## config.mk

```make
export PLATFORM = sky130hd
export DESIGN_NAME = csi_gate_seq
export DESIGN_NICKNAME = d
export VERILOG_FILES = /design/src/rtl/csi_gate_seq.sv
export SDC_FILE = /design/constraint.sdc
export NUM_CORES = 1
export LEC_CHECK = 0
export ABC_AREA = 1
export BUFFER_PORTS_ARGS = -buffer_cell sky130_fd_sc_hd__buf_2
export CAP_MARGIN = 15
export CORE_ASPECT_RATIO = 0.8
export CORE_MARGIN = 4
export CORE_UTILIZATION = 64
export DETAILED_ROUTE_END_ITERATION = 7
export GPL_TIMING_DRIVEN = 0
export PLACE_DENSITY_LB_ADDON = 0.15
export SLEW_MARGIN = 20
export SYNTH_ARGS = -nofsm -noshare
export SYNTH_HDL_FRONTEND = slang
export SYNTH_SLANG_ARGS = --single-unit
```

## constraint.sdc

```tcl
create_clock -name clk -period 6.3 [get_ports clk]
set_input_delay 0.63 -clock clk [delete_from_list [all_inputs] [get_ports clk]]
set_output_delay 0.63 -clock clk [all_outputs]
set_load 0.1 [all_outputs]
```

## src/rtl/csi_gate_seq.sv

```systemverilog
module csi_gate_seq #(
  parameter int PERIOD = 40000,
  parameter int NSEG = 8,
  localparam int TW = $clog2(PERIOD + 1),
  localparam int SW = (NSEG > 1) ? $clog2(NSEG) : 1
) (
  input  logic                clk,
  input  logic                rst_n,
  input  logic                desc_valid,
  input  logic [2*NSEG-1:0]   desc_kind,
  input  logic [3*NSEG-1:0]   desc_vec,
  input  logic [TW*NSEG-1:0]  desc_end,
  output logic                desc_ready,
  output logic                period_start,
  output logic [7:0]          gate
);
  localparam logic [7:0] SAFE = 8'hC0;

  logic [TW-1:0]      tick;
  logic [2*NSEG-1:0]  act_kind;
  logic [3*NSEG-1:0]  act_vec;
  logic [TW*NSEG-1:0] act_end;
  logic               desc_ok;
  logic [SW-1:0]      sel;
  logic [7:0]         target;

  function automatic logic [5:0] bridge_pair(input logic [2:0] v);
    case (v)
      3'd1: bridge_pair = 6'b000011;
      3'd2: bridge_pair = 6'b000110;
      3'd3: bridge_pair = 6'b001100;
      3'd4: bridge_pair = 6'b011000;
      3'd5: bridge_pair = 6'b110000;
      3'd6: bridge_pair = 6'b100001;
      default: bridge_pair = 6'b000000;
    endcase
  endfunction

  assign desc_ready = (tick == TW'(PERIOD - 1));

  always_comb begin : legality
    logic [1:0]    k;
    logic [2:0]    v;
    logic [TW-1:0] e;
    desc_ok = 1'b1;
    for (int i = 0; i < NSEG; i++) begin
      k = desc_kind[2*i +: 2];
      v = desc_vec[3*i +: 3];
      e = desc_end[TW*i +: TW];
      if (k == 2'd3) desc_ok = 1'b0;
      if (k != 2'd0 && (v == 3'd0 || v > 3'd6)) desc_ok = 1'b0;
      if (e > TW'(PERIOD)) desc_ok = 1'b0;
      if (i > 0) begin
        if (e <= desc_end[TW*(i-1) +: TW]) desc_ok = 1'b0;
        if (k == 2'd2 && desc_kind[2*(i-1) +: 2] == 2'd2 && v != desc_vec[3*(i-1) +: 3])
          desc_ok = 1'b0;
      end
    end
  end

  always_comb begin
    sel = '0;
    for (int i = 0; i < NSEG - 1; i++)
      if (tick >= act_end[TW*i +: TW]) sel = SW'(i + 1);
  end

  always_comb begin
    case (act_kind[2*sel +: 2])
      2'd1: target = {(tick >= TW'(PERIOD/2)), (tick < TW'(PERIOD/2)),
                      bridge_pair(act_vec[3*sel +: 3])};
      2'd2: target = {2'b00, bridge_pair(act_vec[3*sel +: 3])};
      default: target = SAFE;
    endcase
  end

  always_ff @(posedge clk) begin
    if (!rst_n) begin
      tick <= '0;
      act_kind <= '0;
      act_vec <= '0;
      act_end <= '0;
      period_start <= 1'b0;
      gate <= SAFE;
    end else begin
      tick <= desc_ready ? '0 : tick + 1'b1;
      period_start <= desc_ready;
      if (desc_ready && desc_valid && desc_ok) begin
        act_kind <= desc_kind;
        act_vec <= desc_vec;
        act_end <= desc_end;
      end
      if (target != gate) gate <= (gate == SAFE) ? target : SAFE;
    end
  end
endmodule


```

==> reports/qor.yml, run 1 <==
worstPathArrival_ns: 5.74
finalSetupViolations: 0
timing.critical_path.slowest_stage_cell: "sky130_fd_sc_hd__dfxtp_1"
critPathKind: "reg -> reg"
rrSetupSlack_ns: 0.88
die_w_um: 170.2
timing.final.ws_setup_ns: 0.8845
synth_compound_gate_area_share: 0.2250
wl_per_cell_um: 18.00
critical_path.reg2reg.startpoint: "tick[6]"
tns_ns: 0
finalMaxSlewViolations: 0
drt-initial-drc-count: 1396
first_pass_iters: 5
layout-drive-gt1-share: 0.1147
timing.hold.ws_ns: 0.4441
postCtsHoldBufs: 0
grt_pass1_wl_um: 66340
drcViolationCount: 0
cts-resized-gates: 0
yosys.area.top_type: "sky130_fd_sc_hd__dfxtp_1"
combinational_family_with_the_most_area_after_synthesis: "compound AO/OA/AOI/OAI gates"
synth_xor_xnor_area_share: 0.01301
r2r-end: "gate[6]"
synth-seq-area-share: 0.2631
vias_per_std_cell: 5.956
post_synth_most_frequent_cells: "375 x sky130_fd_sc_hd__inv_1, 268 x sky130_fd_sc_hd__a21oi_1, 231 x sky130_fd_sc_hd__nand2_1, 228 x sky130_fd_sc_hd__ha_1, 200 x sky130_fd_sc_hd__o21ai_0"
dpl_worst_slack_ns: 1.088
proportion_of_synthesized_area_in_mux_cells: 0
wl_met2_um: 18230
synth.net_count: 2307
wirelength_met1_um: 18070
synth_enable_flop_cells: 0
design.core.area_um2: 20700
yosysTopAreaCellShare: 0.2631
die_h_um: 137.7
placement.io_buffers: 179
min_period_ns: 5.415
postCtsSetupBuffers: 0
yosys.cell_types.count: 51
post-synth-top-count-cell: "sky130_fd_sc_hd__inv_1"
via_count: 14220
number_of_cells_after_detailed_placement: 2356
run_status: "complete, no violations"
maxCapViolCount: 0
worstSetupEndpointType: "flop"
cts_num_sinks: 177
whs_path_depth: 2
ctsRootBufferMaster: "sky130_fd_sc_hd__clkbuf_16"
tritoncts: "built"
synth.avg_cell_area_um2: 7.057
n_antenna_cell: 0
worstPathMaxFanout: 12
synthAdderAreaFrac: 0.2119
ff2ff_path_depth: 32
cp_slowest_stage_delay_ns: 0.98
design.portCount: 181
critPathRequiredTime_ns: 6.62
finalPower_mw: 3.068
antenna_found_initial: 1
min_from: "act_kind[8]"
power-per-cell-area_nw_per_um2: 199.9
hold-path-endpoint: "act_kind[8]"
fill_cells: 1696
timing.hold.worst.class: "reg -> reg"
grt.total_usage: 0.3580
post-dp-hpwl_um: 33260
dr.max_layer_used: "met5"
synth_area_um2: 13470
stdcell_count: 2387
synth_async_sr_flop_share: 0
leakage_nw: 7.463
synth_area_leaders: "sky130_fd_sc_hd__dfxtp_1 26%, sky130_fd_sc_hd__ha_1 21%, sky130_fd_sc_hd__inv_1 10%"
maximum_clock_frequency_ghz: 0.1847
fin_util: 0.7413
insertion_delay_ns: 0.44
initial_core_util: 0.6505
final_design_area_no_fill_um2: 15340
clkSlewWorstSetupHoldPaths_ns: 0.07
met3_wirelength_um: 5012
synthesis_warning_total: 0
longest_clk_path_bufs: 2
clock-skew-final_ns: 0.008809
synthToLayoutAreaGrowth_pct: 13.96
grt_start_max_net_pins: 17
simple_gate_share_of_the_synthesized_area: 0.1628
htree_num_levels: 4
cts_buffers: 17
postSynthRegisterBits: 177
cell_area_after_placement_um2: 14700
placement_rows: 47
ir_worst_vdd_mv: 0.2288
final-hold-violation-count: 0
gpl.final_weighted_congestion: 0.9251
remaining_global_route_overflow: 0
max_slew.worst_pin.slew_ns: 0.9920
relSlewSlack: 0.3378
number_of_nets_in_the_finished_design: 2505
grt_pass1_vias: 13040
path_common_cell: "sky130_fd_sc_hd__nand2_1"
full_die_area_um2: 23440
rsz0062_at_grt: "no"
worstSetupStartpointType: "flop"
synth_top_flop_cell: "sky130_fd_sc_hd__dfxtp_1"
netlist_instances: 1908
min_period_over_period: 0.8596
drtAntennaViolNets: 0
wirelength_um: 42970
==> metal layers <==
metal,up-vias,GRT usage
li1,6849,-
met1,6469,0.4931
met2,772,0.5507
met3,126,0.07717
met4,2,0.1361
met5,-,0
==> cell usage in the layout, fill, tap and decap left out, drive strengths merged, types with 13 or more instances in the layout <==
| master | count |
|---|---|
| dfxtp | 177 |
| nor2 | 75 |
| nor3 | 37 |
| a21oi | 268 |
| ha | 228 |
| clkbuf | 62 |
| nand3 | 94 |
| nand2 | 238 |
| xor2 | 13 |
| nand4 | 28 |
| buf | 193 |
| o21ai | 207 |
| inv | 381 |
==> sequential cells by signal, indices dropped and copies added, names as in the netlist <==
register	cells
act_end	112
gate	8
period_start	1
act_kind	16
act_vec	24
tick	16
==> critical path: cells and delay by family (launching register included) <==
kind	cells	cell delay [ns]
buffers and inverters	4	0.61
AND/OR/NAND/NOR	21	2.27
adder cells (fa/ha/maj)	2	0.58
flip-flops	1	0.98
AO/OA/AOI/OAI	5	0.85
==> layout make-up <==
class                   instances  area (um2)  share of cell area
multi-input cells            1294        8249              0.5376
flip-flops and latches        177        3543              0.2309
inverters                     380        1426             0.09296
repair buffers                179       895.9             0.05838
clock buffers                  19       442.9             0.02887
well taps                     269       336.6             0.02193
plain buffers                  57       246.5             0.01606
clock inverters                12       203.9             0.01329
==> worst max path at each step <==
stage,start,end,cells after the start
2_1_floorplan,tick[1],act_kind[0],16
3_3_place_gp,tick[7],gate[6],30
3_5_place_dp,tick[7],gate[6],30
4_1_cts,tick[7],gate[6],31
5_1_grt,tick[6],gate[6],32
6_report,tick[6],gate[6],32
==> cell families (layout without fill, tap and decap cells) <==
family                     after synthesis  count (layout)
AOI/OAI and AO/OA                      557             557
and+or+nand+nor                        489             489
buffers and inverters                  437             647
adders and majority gates              228             228
DFF                                    177             177
xor gates and xnor gates                20              20
==> report_power, final <==
group | internal, mW | leakage, nW | switching [mW] | total [mW]
combinational | 0.234 | 5.73 | 0.485 | 0.719
sequential | 1.13 | 1.43 | 0.0195 | 1.15
clock | 0.716 | 0.306 | 0.481 | 1.20
total | 2.08 | 7.46 | 0.985 | 3.07
(Power assumes the default switching activity.)
==> inputs of run 2 (changes only) <==
--- a/config.mk
+++ b/config.mk
@@ -10,7 +10,8 @@
 export CAP_MARGIN = 15
 export CORE_ASPECT_RATIO = 0.8
 export CORE_MARGIN = 4
-export CORE_UTILIZATION = 64
+export CORE_UTILIZATION = 65
+export CTS_BUF_LIST = sky130_fd_sc_hd__clkbuf_4
 export DETAILED_ROUTE_END_ITERATION = 7
 export GPL_TIMING_DRIVEN = 0
 export PLACE_DENSITY_LB_ADDON = 0.15
==> reports/qor.yml, run 2 (same netlist as run 1, synthesis figures left out) <==
finalSetupViolations: 0  # unchanged
timing.critical_path.slowest_stage_cell: "sky130_fd_sc_hd__dfxtp_1"  # unchanged
layout_common_cells: "375 x sky130_fd_sc_hd__inv_1, 268 x sky130_fd_sc_hd__a21oi_1, 231 x sky130_fd_sc_hd__nand2_1"  # unchanged
min_period_over_period: 0.8519  # was 0.8596
cpLargestDelayFamily: "simple AND/OR/NAND/NOR gates"  # unchanged
tns_ns: 0  # unchanged
drt-initial-drc-count: 1612  # was 1396
relSlewSlack: 0.3384  # was 0.3378
antenna_found_initial: 1  # unchanged
clkSlewWorstSetupHoldPaths_ns: 0.15  # was 0.07 ns
placement.io_buffers: 179  # unchanged
grt_pass1_wl_um: 66240  # was 66340 um
die_h_um: 136.7  # was 137.7 um
critPathKind: "reg -> reg"  # unchanged
run_status: "complete, but fails checks"  # was complete, no violations
grt_start_max_net_pins: 17  # unchanged
cts_num_sinks: 177  # unchanged
timing.hold.worst.class: "in -> reg"  # was reg -> reg
fill_cells: 1630  # was 1696
critical_path_buf_inv_count: 4  # unchanged
failed_checks: "design-rule violations"
grt_pass1_vias: 13170  # was 13040
cts-resized-gates: 0  # unchanged
wl_per_cell_um: 17.63  # was 18.00 um
drcViolationCount: 1  # was 0
postCtsHoldBufs: 0  # unchanged
tritoncts: "built"  # unchanged
vias_per_std_cell: 5.939  # was 5.956
cp_slowest_stage_delay_ns: 1.00  # was 0.98 ns
postCtsSetupBuffers: 0  # unchanged
worstSetupEndpointType: "flop"  # unchanged
power-per-cell-area_nw_per_um2: 170.6  # was 199.9 nW/um2
cts_buffers: 17  # unchanged
worstPathArrival_ns: 5.87  # was 5.74 ns
reg.largest.list: "act_end x112, act_vec x24"  # unchanged
worstPathMaxFanout: 12  # unchanged
initial_core_util: 0.6704  # was 0.6505
number_of_nets_in_the_finished_design: 2505  # unchanged
worstSetupStartpointType: "flop"  # unchanged
maximum_clock_frequency_ghz: 0.1863  # was 0.1847 GHz
die_w_um: 168.9  # was 170.2 um
critPathRequiredTime_ns: 6.80  # was 6.62 ns
maxCapViolCount: 0  # unchanged
finalPower_mw: 2.556  # was 3.068 mW
placement_rows: 46  # was 47
htree_num_levels: 4  # unchanged
longest_clk_path_bufs: 2  # unchanged
rsz0062_at_grt: "no"  # unchanged
stdcell_count: 2384  # was 2387
design.portCount: 181  # unchanged
min_period_ns: 5.367  # was 5.415 ns
synthToLayoutAreaGrowth_pct: 11.25  # was 13.96%
regMostFlops: "act_end"  # unchanged
remaining_global_route_overflow: 0  # unchanged
finalMaxSlewViolations: 0  # unchanged
first_pass_iters: 8  # was 5
drtAntennaViolNets: 0  # unchanged
grt.total_usage: 0.3588  # was 0.3580
ir_worst_vdd_mv: 0.2062  # was 0.2288 mV
number_of_cells_after_detailed_placement: 2351  # was 2356
layout-drive-gt1-share: 0.1133  # was 0.1147
path_common_cell: "sky130_fd_sc_hd__nand2_1"  # unchanged
post-dp-hpwl_um: 33280  # was 33260 um
wirelength_um: 42030  # was 42970 um
max_slew.worst_pin.slew_ns: 0.9910  # was 0.9920 ns
ctsRootBufferMaster: "sky130_fd_sc_hd__clkbuf_4"  # was sky130_fd_sc_hd__clkbuf_16
clock-skew-final_ns: 0.02144  # was 0.008809 ns
mostFrequentLayoutCell: "sky130_fd_sc_hd__inv_1"  # unchanged
flip_flop_count_of_the_largest_register_after_layout: 112  # unchanged
gpl.final_weighted_congestion: 0.9393  # was 0.9251
full_die_area_um2: 23100  # was 23440 um2
design.core.area_um2: 20090  # was 20700 um2
insertion_delay_ns: 0.60  # was 0.44 ns
final-hold-violation-count: 0  # unchanged
leakage_nw: 7.311  # was 7.463 nW
via_count: 14160  # was 14220
-- run 2: cell types whose count changed in the layout (fill, tap and decap cells not counted) --
cell                         previous run  this run
sky130_fd_sc_hd__bufinv_16              5         3
sky130_fd_sc_hd__clkinv_2               1         2
sky130_fd_sc_hd__clkbuf_1              44        43
sky130_fd_sc_hd__clkinvlp_4             3         1
sky130_fd_sc_hd__clkbuf_8               1         0
sky130_fd_sc_hd__inv_6                  3         0
sky130_fd_sc_hd__clkbuf_4               0        19
sky130_fd_sc_hd__clkinv_1               2         7
sky130_fd_sc_hd__clkinv_4               0         2
sky130_fd_sc_hd__diode_2                0         1
sky130_fd_sc_hd__clkbuf_16             17         0
-- run 2: tightest hold or removal path, cell delays in order --
cell and delay, ns:
sky130_fd_sc_hd__buf_2 0.09, sky130_fd_sc_hd__o21ai_0 0.09, sky130_fd_sc_hd__a21oi_1 0.11
-- run 2: power by group --
group | total [mW] | internal (mW) | leakage, nW | switching, mW
logic | 0.719 | 0.234 | 5.73 | 0.486
clock network | 0.683 | 0.277 | 0.154 | 0.406
registers | 1.15 | 1.13 | 1.43 | 0.0203
-- run 2: routing by layer --
metal  part of all wire  up-vias  track usage
li1                   -     6853            -
met1               0.42     6449       0.5013
met2               0.42      735       0.5560
met3               0.12      121      0.08085
met4              0.032        0       0.1086
met5                  0        -            0
-- run 2: final timing paths --
| kind | from | end | slack [ns] | cells after the start |
|---|---|---|---|---|
| hold reg to reg | act_kind[8] | act_kind[8] | 0.46 | 2 |
| setup / recovery | tick[6] | gate[6] | 0.93 | 31 |
| hold / removal | desc_end[7] | act_end[7] | 0.35 | 3 |
| setup reg to reg | tick[6] | gate[6] | 0.93 | 31 |
-- run 2: through the flow --
| step | hold WS (ns) | worst slack [ns] | utilization | instance area (um2) |
|---|---|---|---|---|
| 2_1_floorplan | 0.4205 | 1.368 | - | 13470 |
| 3_3_place_gp | 0.4322 | 1.171 | 0.7314 | 14690 |
| 3_5_place_dp | 0.4383 | 1.111 | 0.7314 | 14690 |
| 4_1_cts | 0.3380 | 1.071 | 0.7457 | 14980 |
| 5_1_grt | 0.3350 | 0.3991 | 0.7458 | 14980 |
| 6_report | 0.3460 | 0.9333 | 0.7458 | 14980 |
-- run 2: final cells by class --
| class | instances | area (um2) | area share |
|---|---|---|---|
| flip-flops and latches | 177 | 3543 | 0.2365 |
| clock buffers | 19 | 142.6 | 0.009521 |
| diodes | 1 | 2.502 | 0.0001670 |
| well taps | 264 | 330.3 | 0.02205 |
| repair buffers | 179 | 895.9 | 0.05980 |
| clock inverters | 13 | 143.9 | 0.009605 |
| plain buffers | 57 | 246.5 | 0.01645 |
| multi-input cells | 1294 | 8249 | 0.5507 |
| inverters | 380 | 1426 | 0.09521 |
